===== config.mk =====
export PLATFORM = sky130hd
export DESIGN_NAME = usbirq_top
export DESIGN_NICKNAME = d
export VERILOG_FILES = /design/src/rtl/usbirq_pkg.sv /design/src/rtl/usbirq_uframe_timer.sv /design/src/rtl/usbirq_fatal_ctl.sv /design/src/rtl/usbirq_status.sv /design/src/rtl/usbirq_top.sv
export SDC_FILE = /design/constraint.sdc
export NUM_CORES = 1
export LEC_CHECK = 0
export BUFFER_PORTS_ARGS = -buffer_cell sky130_fd_sc_hd__buf_2
export CAP_MARGIN = 20
export CORE_MARGIN = 8
export CORE_UTILIZATION = 51
export CTS_BUF_LIST = sky130_fd_sc_hd__clkbuf_2 sky130_fd_sc_hd__clkbuf_4 sky130_fd_sc_hd__clkbuf_8
export CTS_CLUSTER_DIAMETER = 30
export DETAILED_ROUTE_END_ITERATION = 16
export PLACE_DENSITY = 0.83
export REMOVE_ABC_BUFFERS = 1
export SETUP_SLACK_MARGIN = 0.05
export SKIP_LAST_GASP = 1
export SLEW_MARGIN = 20
export SYNTH_ARGS = -nofsm -noshare
export SYNTH_HDL_FRONTEND = slang
export SYNTH_SLANG_ARGS = --single-unit

===== constraint.sdc =====
create_clock -name clk -period 2 [get_ports clk]
set_input_delay 0.1 -clock clk [delete_from_list [all_inputs] [get_ports clk]]
set_output_delay 0.1 -clock clk [all_outputs]
set_load 0.005 [all_outputs]

===== src/rtl/usbirq_pkg.sv =====
package usbirq_pkg;

  typedef enum logic [1:0] {
    RESP_OK     = 2'd0,
    RESP_MABORT = 2'd1,
    RESP_TABORT = 2'd2
  } resp_e;

  typedef enum logic [1:0] {
    ST_HALT  = 2'd0,
    ST_RUN   = 2'd1,
    ST_DRAIN = 2'd2
  } run_state_e;

  localparam logic [1:0] ADDR_CTRL = 2'd0;
  localparam logic [1:0] ADDR_STS  = 2'd1;
  localparam logic [1:0] ADDR_EN   = 2'd2;
  localparam logic [1:0] ADDR_BERR = 2'd3;

  localparam int SRC_DONE  = 0;
  localparam int SRC_ERR   = 1;
  localparam int SRC_ROLL  = 2;
  localparam int SRC_HOST  = 3;
  localparam int NUM_SRC   = 4;

endpackage


===== src/rtl/usbirq_uframe_timer.sv =====
module usbirq_uframe_timer #(
  parameter int UF_PER_FRAME  = 8,
  parameter int FRAME_ENTRIES = 1024,
  parameter int THR_LOG_MAX   = 6
) (
  input  logic       clk,
  input  logic       rst,
  input  logic       running,
  input  logic       uframe_tick,
  input  logic [2:0] thr_code,
  output logic       boundary,
  output logic       rollover
);
  localparam int IDX_W = $clog2(UF_PER_FRAME * FRAME_ENTRIES);
  localparam logic [IDX_W-1:0] IDX_LAST = IDX_W'(UF_PER_FRAME * FRAME_ENTRIES - 1);

  logic [IDX_W-1:0] idx_q;
  logic [2:0]       thr_eff;
  logic [IDX_W-1:0] mask;
  logic             step;

  assign step    = uframe_tick && running;
  assign thr_eff = (thr_code > 3'(THR_LOG_MAX)) ? 3'(THR_LOG_MAX) : thr_code;
  assign mask    = (IDX_W'(1) << thr_eff) - IDX_W'(1);

  always_ff @(posedge clk) begin
    if (rst)       idx_q <= '0;
    else if (step) idx_q <= (idx_q == IDX_LAST) ? '0 : idx_q + IDX_W'(1);
  end

  assign boundary = step && ((idx_q & mask) == mask);
  assign rollover = step && (idx_q == IDX_LAST);

  AST_IDX_FROZEN_HALTED: assert property (@(posedge clk) disable iff (rst)
    !running |=> $stable(idx_q));

endmodule


===== src/rtl/usbirq_fatal_ctl.sv =====
module usbirq_fatal_ctl
  import usbirq_pkg::*;
(
  input  logic       clk,
  input  logic       rst,
  input  logic       abort_ma,
  input  logic       abort_ta,
  input  logic       serr_en,
  input  logic       xact_end,
  input  logic       uframe_tick,
  input  logic       run_cmd,
  input  logic       host_err,
  input  logic [2:0] berr_clr,
  output logic [2:0] berr,
  output logic       halted,
  output logic       running
);
  run_state_e state_q;
  logic       abort;
  logic [2:0] berr_set;

  assign abort    = abort_ma || abort_ta;
  assign berr_set = {abort && serr_en, abort_ta, abort_ma};

  always_ff @(posedge clk) begin
    if (rst) begin
      state_q <= ST_HALT;
    end else begin
      case (state_q)
        ST_RUN:   if (abort) state_q <= ST_DRAIN;
        ST_DRAIN: if (xact_end || uframe_tick) state_q <= ST_HALT;
        default:  if (run_cmd && !host_err && !abort) state_q <= ST_RUN;
      endcase
    end
  end

  for (genvar i = 0; i < 3; i++) begin : g_berr
    always_ff @(posedge clk) begin
      if (rst)              berr[i] <= 1'b0;
      else if (berr_set[i]) berr[i] <= 1'b1;
      else if (berr_clr[i]) berr[i] <= 1'b0;
    end
  end

  assign halted  = (state_q == ST_HALT);
  assign running = !halted;

  AST_DRAIN_ENDS: assert property (@(posedge clk) disable iff (rst)
    (state_q == ST_DRAIN) && (xact_end || uframe_tick) |=> halted);
  AST_HALT_HELD_ON_HOST_ERR: assert property (@(posedge clk) disable iff (rst)
    halted && host_err |=> halted);
  AST_MABORT_STICKY: assert property (@(posedge clk) disable iff (rst)
    berr[0] && !berr_clr[0] |=> berr[0]);
  AST_SERR_STICKY: assert property (@(posedge clk) disable iff (rst)
    berr[2] && !berr_clr[2] |=> berr[2]);

endmodule


===== src/rtl/usbirq_status.sv =====
module usbirq_status
  import usbirq_pkg::*;
(
  input  logic               clk,
  input  logic               rst,
  input  logic               ev_done,
  input  logic               ev_err,
  input  logic               boundary,
  input  logic               rollover,
  input  logic               host_err_set,
  input  logic [NUM_SRC-1:0] clr_mask,
  input  logic               en_wr,
  input  logic [NUM_SRC-1:0] en_wdata,
  output logic [NUM_SRC-1:0] sts,
  output logic [NUM_SRC-1:0] en,
  output logic               irq
);
  logic [1:0]         pend_q;
  logic [1:0]         ev_vec;
  logic [1:0]         release_v;
  logic [NUM_SRC-1:0] set_v;

  assign ev_vec = {ev_err, ev_done};

  for (genvar i = 0; i < 2; i++) begin : g_thr
    assign release_v[i] = pend_q[i] && boundary;
    always_ff @(posedge clk) begin
      if (rst) pend_q[i] <= 1'b0;
      else     pend_q[i] <= ev_vec[i] || (pend_q[i] && !boundary);
    end
  end

  assign set_v = {host_err_set, rollover, release_v};

  for (genvar i = 0; i < NUM_SRC; i++) begin : g_sts
    always_ff @(posedge clk) begin
      if (rst)            sts[i] <= 1'b0;
      else if (set_v[i])  sts[i] <= 1'b1;
      else if (clr_mask[i]) sts[i] <= 1'b0;
    end
  end

  always_ff @(posedge clk) begin
    if (rst) begin
      en  <= '0;
      irq <= 1'b0;
    end else begin
      if (en_wr) en <= en_wdata;
      irq <= |(sts & en);
    end
  end

  AST_NO_EARLY_RELEASE: assert property (@(posedge clk) disable iff (rst)
    !boundary && !sts[SRC_DONE] |=> !sts[SRC_DONE]);
  AST_HOST_ERR_SETS: assert property (@(posedge clk) disable iff (rst)
    host_err_set |=> sts[SRC_HOST]);

endmodule


===== src/rtl/usbirq_top.sv =====
module usbirq_top
  import usbirq_pkg::*;
#(
  parameter int DW            = 32,
  parameter int AW            = 2,
  parameter int UF_PER_FRAME  = 8,
  parameter int FRAME_ENTRIES = 1024,
  parameter int THR_LOG_MAX   = 6
) (
  input  logic          clk,
  input  logic          rst,
  input  logic          reg_wr,
  input  logic          reg_rd,
  input  logic [AW-1:0] reg_addr,
  input  logic [DW-1:0] reg_wdata,
  output logic [DW-1:0] reg_rdata,
  input  logic          ev_done,
  input  logic          ev_err,
  input  logic          xact_end,
  input  logic          uframe_tick,
  input  logic          rd_resp_valid,
  input  logic [1:0]    rd_resp_status,
  output logic          irq,
  output logic          dma_halt
);
  logic [2:0]         thr_q;
  logic               serr_en_q;
  logic               wr_ctrl, wr_sts, wr_en, wr_berr;
  logic               run_cmd;
  logic               abort_ma, abort_ta;
  logic               boundary, rollover;
  logic               halted, running;
  logic [NUM_SRC-1:0] sts, en;
  logic [2:0]         berr;
  logic               unused_wdata;

  assign unused_wdata = ^reg_wdata[DW-1:5];

  assign wr_ctrl = reg_wr && (reg_addr == ADDR_CTRL);
  assign wr_sts  = reg_wr && (reg_addr == ADDR_STS);
  assign wr_en   = reg_wr && (reg_addr == ADDR_EN);
  assign wr_berr = reg_wr && (reg_addr == ADDR_BERR);
  assign run_cmd = wr_ctrl && reg_wdata[0];

  assign abort_ma = rd_resp_valid && (rd_resp_status == RESP_MABORT);
  assign abort_ta = rd_resp_valid && (rd_resp_status == RESP_TABORT);

  always_ff @(posedge clk) begin
    if (rst) begin
      thr_q     <= 3'd3;
      serr_en_q <= 1'b0;
    end else if (wr_ctrl) begin
      thr_q     <= reg_wdata[3:1];
      serr_en_q <= reg_wdata[4];
    end
  end

  usbirq_uframe_timer #(
    .UF_PER_FRAME (UF_PER_FRAME),
    .FRAME_ENTRIES(FRAME_ENTRIES),
    .THR_LOG_MAX  (THR_LOG_MAX)
  ) u_timer (
    .clk        (clk),
    .rst        (rst),
    .running    (running),
    .uframe_tick(uframe_tick),
    .thr_code   (thr_q),
    .boundary   (boundary),
    .rollover   (rollover)
  );

  usbirq_fatal_ctl u_fatal (
    .clk        (clk),
    .rst        (rst),
    .abort_ma   (abort_ma),
    .abort_ta   (abort_ta),
    .serr_en    (serr_en_q),
    .xact_end   (xact_end),
    .uframe_tick(uframe_tick),
    .run_cmd    (run_cmd),
    .host_err   (sts[SRC_HOST]),
    .berr_clr   (wr_berr ? reg_wdata[2:0] : 3'b000),
    .berr       (berr),
    .halted     (halted),
    .running    (running)
  );

  usbirq_status u_status (
    .clk         (clk),
    .rst         (rst),
    .ev_done     (ev_done),
    .ev_err      (ev_err),
    .boundary    (boundary),
    .rollover    (rollover),
    .host_err_set(abort_ma || abort_ta),
    .clr_mask    (wr_sts ? reg_wdata[NUM_SRC-1:0] : '0),
    .en_wr       (wr_en),
    .en_wdata    (reg_wdata[NUM_SRC-1:0]),
    .sts         (sts),
    .en          (en),
    .irq         (irq)
  );

  assign dma_halt = halted;

  always_ff @(posedge clk) begin
    if (rst) begin
      reg_rdata <= '0;
    end else if (reg_rd) begin
      case (reg_addr)
        ADDR_CTRL: reg_rdata <= DW'({serr_en_q, thr_q, running});
        ADDR_STS:  reg_rdata <= DW'({halted, 1'b0, sts});
        ADDR_EN:   reg_rdata <= DW'(en);
        default:   reg_rdata <= DW'(berr);
      endcase
    end
  end

  AST_OK_RESP_NO_BERR: assert property (@(posedge clk) disable iff (rst)
    rd_resp_valid && (rd_resp_status == RESP_OK) && !berr[0] |=> !berr[0]);
  AST_ROLLOVER_SETS: assert property (@(posedge clk) disable iff (rst)
    rollover |=> sts[SRC_ROLL]);

endmodule


# Word level (Yosys, flattened, before mapping)
# Index checks and enable logic that the tools add are counted.
# totals
rom_bits	0
mem_bits_rw	0
latch_bits	0
regBits	65
word_cells	93
mem_count	0
# classes
addsub	2
magnitude_cmp	1
mul	0
muxes	23
bitwise	2
n_reduce_logical	37
n_div	0
eq_ne	11
shifts	1
# op_table
operator	n
one-hot mux 6 bit (3 select lines)	1
logical AND 1 bit	17
two-way mux 1 bit	14
nonzero test 2 bit	7
adder 13 x 1 -> 13 bit, second input constant	1
bitwise AND 13 bit	1
== test 13 bit	1
== test 13 bit, second input constant	1
two-way mux 13 bit	1
<< shifter 1 x 3 -> 13 bit, first input constant	1
subtractor 13 x 2 -> 13 bit, second input constant	1
== test 2 bit, second input constant	4
== test 2 x 1 -> 1 bit, second input constant	3
two-way mux 2 bit	3
two-way mux 3 bit	2
bitwise AND 4 bit	1
zero test 1 bit	4
zero test 2 bit	2
logical OR 1 bit	4
two-way mux 4 bit	1
!= test 2 x 1 -> 1 bit, second input constant	2
one-hot mux 2 bit (2 select lines)	1
OR reduction 4 bit	1
greater-than comparator 3 bit, second input constant	1
other kinds (2)	2

# Longest topological paths before layout
# logic_depth
word_depth	10
ltp_mapped	7
mapped_depth_nobuf	6

# Cells and area by module
# From an unflattened synthesis, not the netlist that was laid out.
# unflattened
cells_unflattened	240
area_unflattened_um2	2118.3
# modules_own_cells
mod	instances	area_per_inst_um2	cells_per_inst	seq_area_each_um2
usbirq_top	1	779.5	87	200.2
usbirq_uframe_timer	1	654.4	78	260.2
usbirq_status	1	401.6	42	220.2
usbirq_fatal_ctl	1	282.8	33	100.1

# Least setup slack after synthesis
# Ideal clock, no wire load.
# synth_path
kind	register to register
start	register u_fatal.state_q[0]
end	register u_timer.idx_q[12]
setup_time_ns	0.123
slack_ns	0.276
t_arrival_ns	1.600
synth_period_minus_slack_ns	1.724
path_stages_with_launch	7
required_time_ns	1.877
cell_sequence	dfxtp_1 > inv_1 > ha_1 > nand3b_4 > nor4_4 > and3_1 > mux2_1
# synth_between
elab_chain_len	3
# synth_lines
element	line	text
start: declaration	usbirq_fatal_ctl.sv:18	run_state_e state_q;
start signal: assignment	usbirq_fatal_ctl.sv:27	state_q <= ST_HALT;
start signal: assignment	usbirq_fatal_ctl.sv:30	ST_RUN: if (abort) state_q <= ST_DRAIN;
start signal: assignment	usbirq_fatal_ctl.sv:31	ST_DRAIN: if (xact_end || uframe_tick) state_q <= ST_HALT;
zero test 2 bit	usbirq_fatal_ctl.sv:45	assign halted = (state_q == ST_HALT);
named net dma_halt	usbirq_top.sv:24	output logic dma_halt
zero test 1 bit	usbirq_fatal_ctl.sv:46	assign running = !halted;
logical AND 1 bit	usbirq_uframe_timer.sv:22	assign step = uframe_tick && running;
end signal: assignment	usbirq_uframe_timer.sv:28	else if (step) idx_q <= (idx_q == IDX_LAST) ? '0 : idx_q + IDX_W'(1);
end: declaration	usbirq_uframe_timer.sv:17	logic [IDX_W-1:0] idx_q;
# The timed path passes the listed nets, and every way through them passes these cells.
# A chain may end at the register's enable or synchronous reset.

# Final worst setup path
# layout_path
start	register u_fatal.state_q[1]
end	register u_timer.idx_q[12]
# layout_between
elab_chain_len	3
# layout_lines
element	line
zero test 2 bit	usbirq_fatal_ctl.sv:45
zero test 1 bit	usbirq_fatal_ctl.sv:46
logical AND 1 bit	usbirq_uframe_timer.sv:22
# No other way between the ends.

==> flow_metrics.py <==
metrics = {
    "die": {
        "ios": 79,
        "core_um2": 3943,
        "die_area_um2": 6352,
        "die_w_um": 79.70,
        "rows": 23,
        "die_h_um": 79.70,
        "start_util_pct": 52.49,
    },
    "setup_path": {
        "crit_chain": "inv_1, ha_1, nand3b_4, nor4_4, and3_1, mux2_1",
        "crit_buf_inv": 1,
        "cp.required_ns": 2.17,
        "cp_slowest_cell": "dfxtp_1",
        "path_class": "reg2reg",
        "cpPeakStageDelay_ns": 0.36,
        "cp.arrival_ns": 1.98,
        "cp-start-kind": "flip-flop",
        "crit_path_end_kind": "flip-flop",
        "crit_fanout": 5,
        "cpLargestDelayFamily": "simple AND/OR/NAND/NOR gates",
    },
    "cells_and_area": {
        "drive_gt1_share_pct": 16.80,
        "final_common_cell": "dfxtp_1",
        "seq_area_um2": 780.7,
        "num-fill-cells": 357,
        "stdcell_area_um2": 2211,
        "area_growth_syn_to_layout_pct": 6.832,
        "layout_common_cells": "dfxtp_1 (39), nor2_1 (31), conb_1 (26), buf_2 (25), inv_1 (11)",
        "multiInputGateArea_um2": 1110,
        "nNetsFinal": 306,
        "fin_cells": 306,
        "antennaDiodeCount": 0,
    },
    "synth": {
        "syn_area_um2": 2069,
        "synth_top_area_cell": "dfxtp_1",
        "syn_inst": 232,
        "synth_edf_count": 0,
        "synth_top_area_share_pct": 37.73,
        "syn_avg_cell_area_um2": 8.920,
        "yosysWarnings": 0,
        "ys_seq_area_share_pct": 37.73,
        "yosys-top-cells-area": "dfxtp_1 (38%), buf_4 (9.8%), nor2_1 (5.6%)",
        "synth_ff_type": "dfxtp_1",
        "synth-seq-cells": 39,
        "async_reset_ff_share_pct": 0,
        "yosysUniqueCellTypes": 41,
    },
    "clock_network": {
        "tritoncts": "built",
        "ctsResizeCount": 0,
        "cts_made_buffers": 5,
        "htree_levels": 2,
        "cts-root-buf": "clkbuf_8",
        "clockBufferDepth": 2,
        "clk_latency_ns": 0.28,
        "clock_sinks": 39,
        "post_cts_buffers": 0,
        "cts_hold_buf": 0,
        "path_clk_slew_ns": 0.07,
    },
    "route": {
        "wirelength_mm": 4.198,
        "dr.pass1.iters": 4,
        "ant_nets": 0,
        "drt-initial-drc-count": 91,
        "wl_per_cell_um": 13.72,
        "drc": 0,
        "num_vias": 1548,
        "routed_via_density": 5.059,
    },
    "global_route": {
        "grt_pass1_wl_mm": 6.734,
        "track_usage_pct": 13.32,
        "grt_pass1_vias": 1442,
        "grt-ovfl-total": 0,
        "antenna_found_initial": 0,
        "grt_max_degree": 35,
    },
    "timing": {
        "hold_viol_final": 0,
        "finalMaxSlewViolations": 0,
        "finalCritPeriodShare_pct": 90.45,
        "rsz0062_at_grt": "no",
        "setup_violations": 0,
        "period_needed_ns": 1.809,
        "fin_worst_skew_ns": 0.002797,
        "timing.fmax_mhz": 552.8,
        "whs_ns": 0.05671,
        "relSlewSlack_pct": 60.59,
        "tightest_slew_ns": 0.5912,
        "setup_tns_ns": 0,
    },
    "run_status": {
        "status": "completed",
    },
    "place": {
        "port_buffers": 25,
        "place.gp.congestion": 0.7969,
        "dp.cells": 300,
        "place_area_um2": 2133,
        "dp_hpwl_mm": 3.232,
    },
    "power": {
        "peakVddDrop_uv": 478.7,
        "leakage_nw": 0.9808,
        "power.total_mw": 1.447,
        "power_density_nw_per_um2": 654.5,
    },
    "flow_run": {
        "drv_cap": 0,
    },
    "min_path": {
        "hp-class": "in2reg",
    },
}
==> kinds of logic after synthesis <==
logic type / share of synthesized area [%]
AO/OA/AOI/OAI: 11.00
other: 0.1812
AND/OR/NAND/NOR: 22.55
adder cells (fa/ha/maj): 2.418
flip-flops: 37.73
buffers and inverters: 13.24
XOR/XNOR: 4.232
multiplexers: 8.646
==> cells in the mapped netlist, drive strengths merged (2+ instances only) <==
cell and n:
nand2 10, mux2i 10, a211oi 2, clkbuf 4, inv 11, nand4b 2
xor2 2, nor2 31, a211o 2, buf 30, mux4 3, nor4 3
nor2b 9, xnor2 8, and2 2, nand3 5, a22oi 5, nand4 4
and3 2, and2b 2, dfxtp 39, ha 4, o22ai 4, nor3 4
nand2b 7, o21ai 7, a21oi 9, a31o 2
==> final timing paths <==
kind	slack [ns]	cells past startpoint	startpoint	end
setup / recovery	0.19	6	u_fatal.state_q[1]	u_timer.idx_q[12]
hold / removal	0.06	3	reg_wdata[4]	serr_en_q
setup reg to reg	0.19	6	u_fatal.state_q[1]	u_timer.idx_q[12]
hold reg to reg	0.48	2	reg_rdata[5]	reg_rdata[5]
==> flip-flops by register name, indices dropped and copies added (netlist names) <==
signal           cells
u_status.en          4
u_fatal.berr         3
reg_rdata            6
thr_q                3
u_timer.idx_q       13
u_status.sts         4
serr_en_q            1
u_status.irq         1
u_fatal.state_q      2
u_status.pend_q      2
==> worst reg2reg max path: stages (launching register included) <==
cell,delay (ns)
dfxtp_1,0.36
inv_1,0.08
ha_1,0.19
nand3b_4,0.20
nor4_4,0.33
and3_1,0.22
mux2_1,0.31
==> per-stage QoR <==
stage	setup slack (ns)	utilization [%]
6_report	0.1910	56.08
5_1_grt	0.07781	56.08
2_1_floorplan	0.2764	-
3_5_place_dp	0.1787	54.11
3_3_place_gp	0.2219	54.11
4_1_cts	0.1574	56.05
==> per-layer routing <==
metal | wire length (µm) | up-vias | GRT usage, %
li1 | - | 787 | -
met5 | 0 | - | 0
met2 | 1983 | 60 | 21.60
met3 | 406 | 3 | 4.505
met4 | 30 | 0 | 5.000
met1 | 1777 | 698 | 15.83
==> power by group <==
| part | internal [mW] | leakage (nW) | switching (mW) | total [mW] |
|---|---|---|---|---|
| logic | 0.0592 | 0.624 | 0.0834 | 0.143 |
| registers | 0.796 | 0.317 | 0.0130 | 0.809 |
| clock network | 0.246 | 0.0406 | 0.249 | 0.495 |
==> final cells by class <==
type | instances | share of cell area [%]
Timing Repair Buffer | 27 | 6.338
Tap cell | 50 | 2.830
Inverter | 11 | 1.868
Clock buffer | 6 | 3.452
Multi-Input combinational cell | 173 | 50.20
Sequential cell | 39 | 35.31
Note: power is estimated with default switching activity, not from simulation.
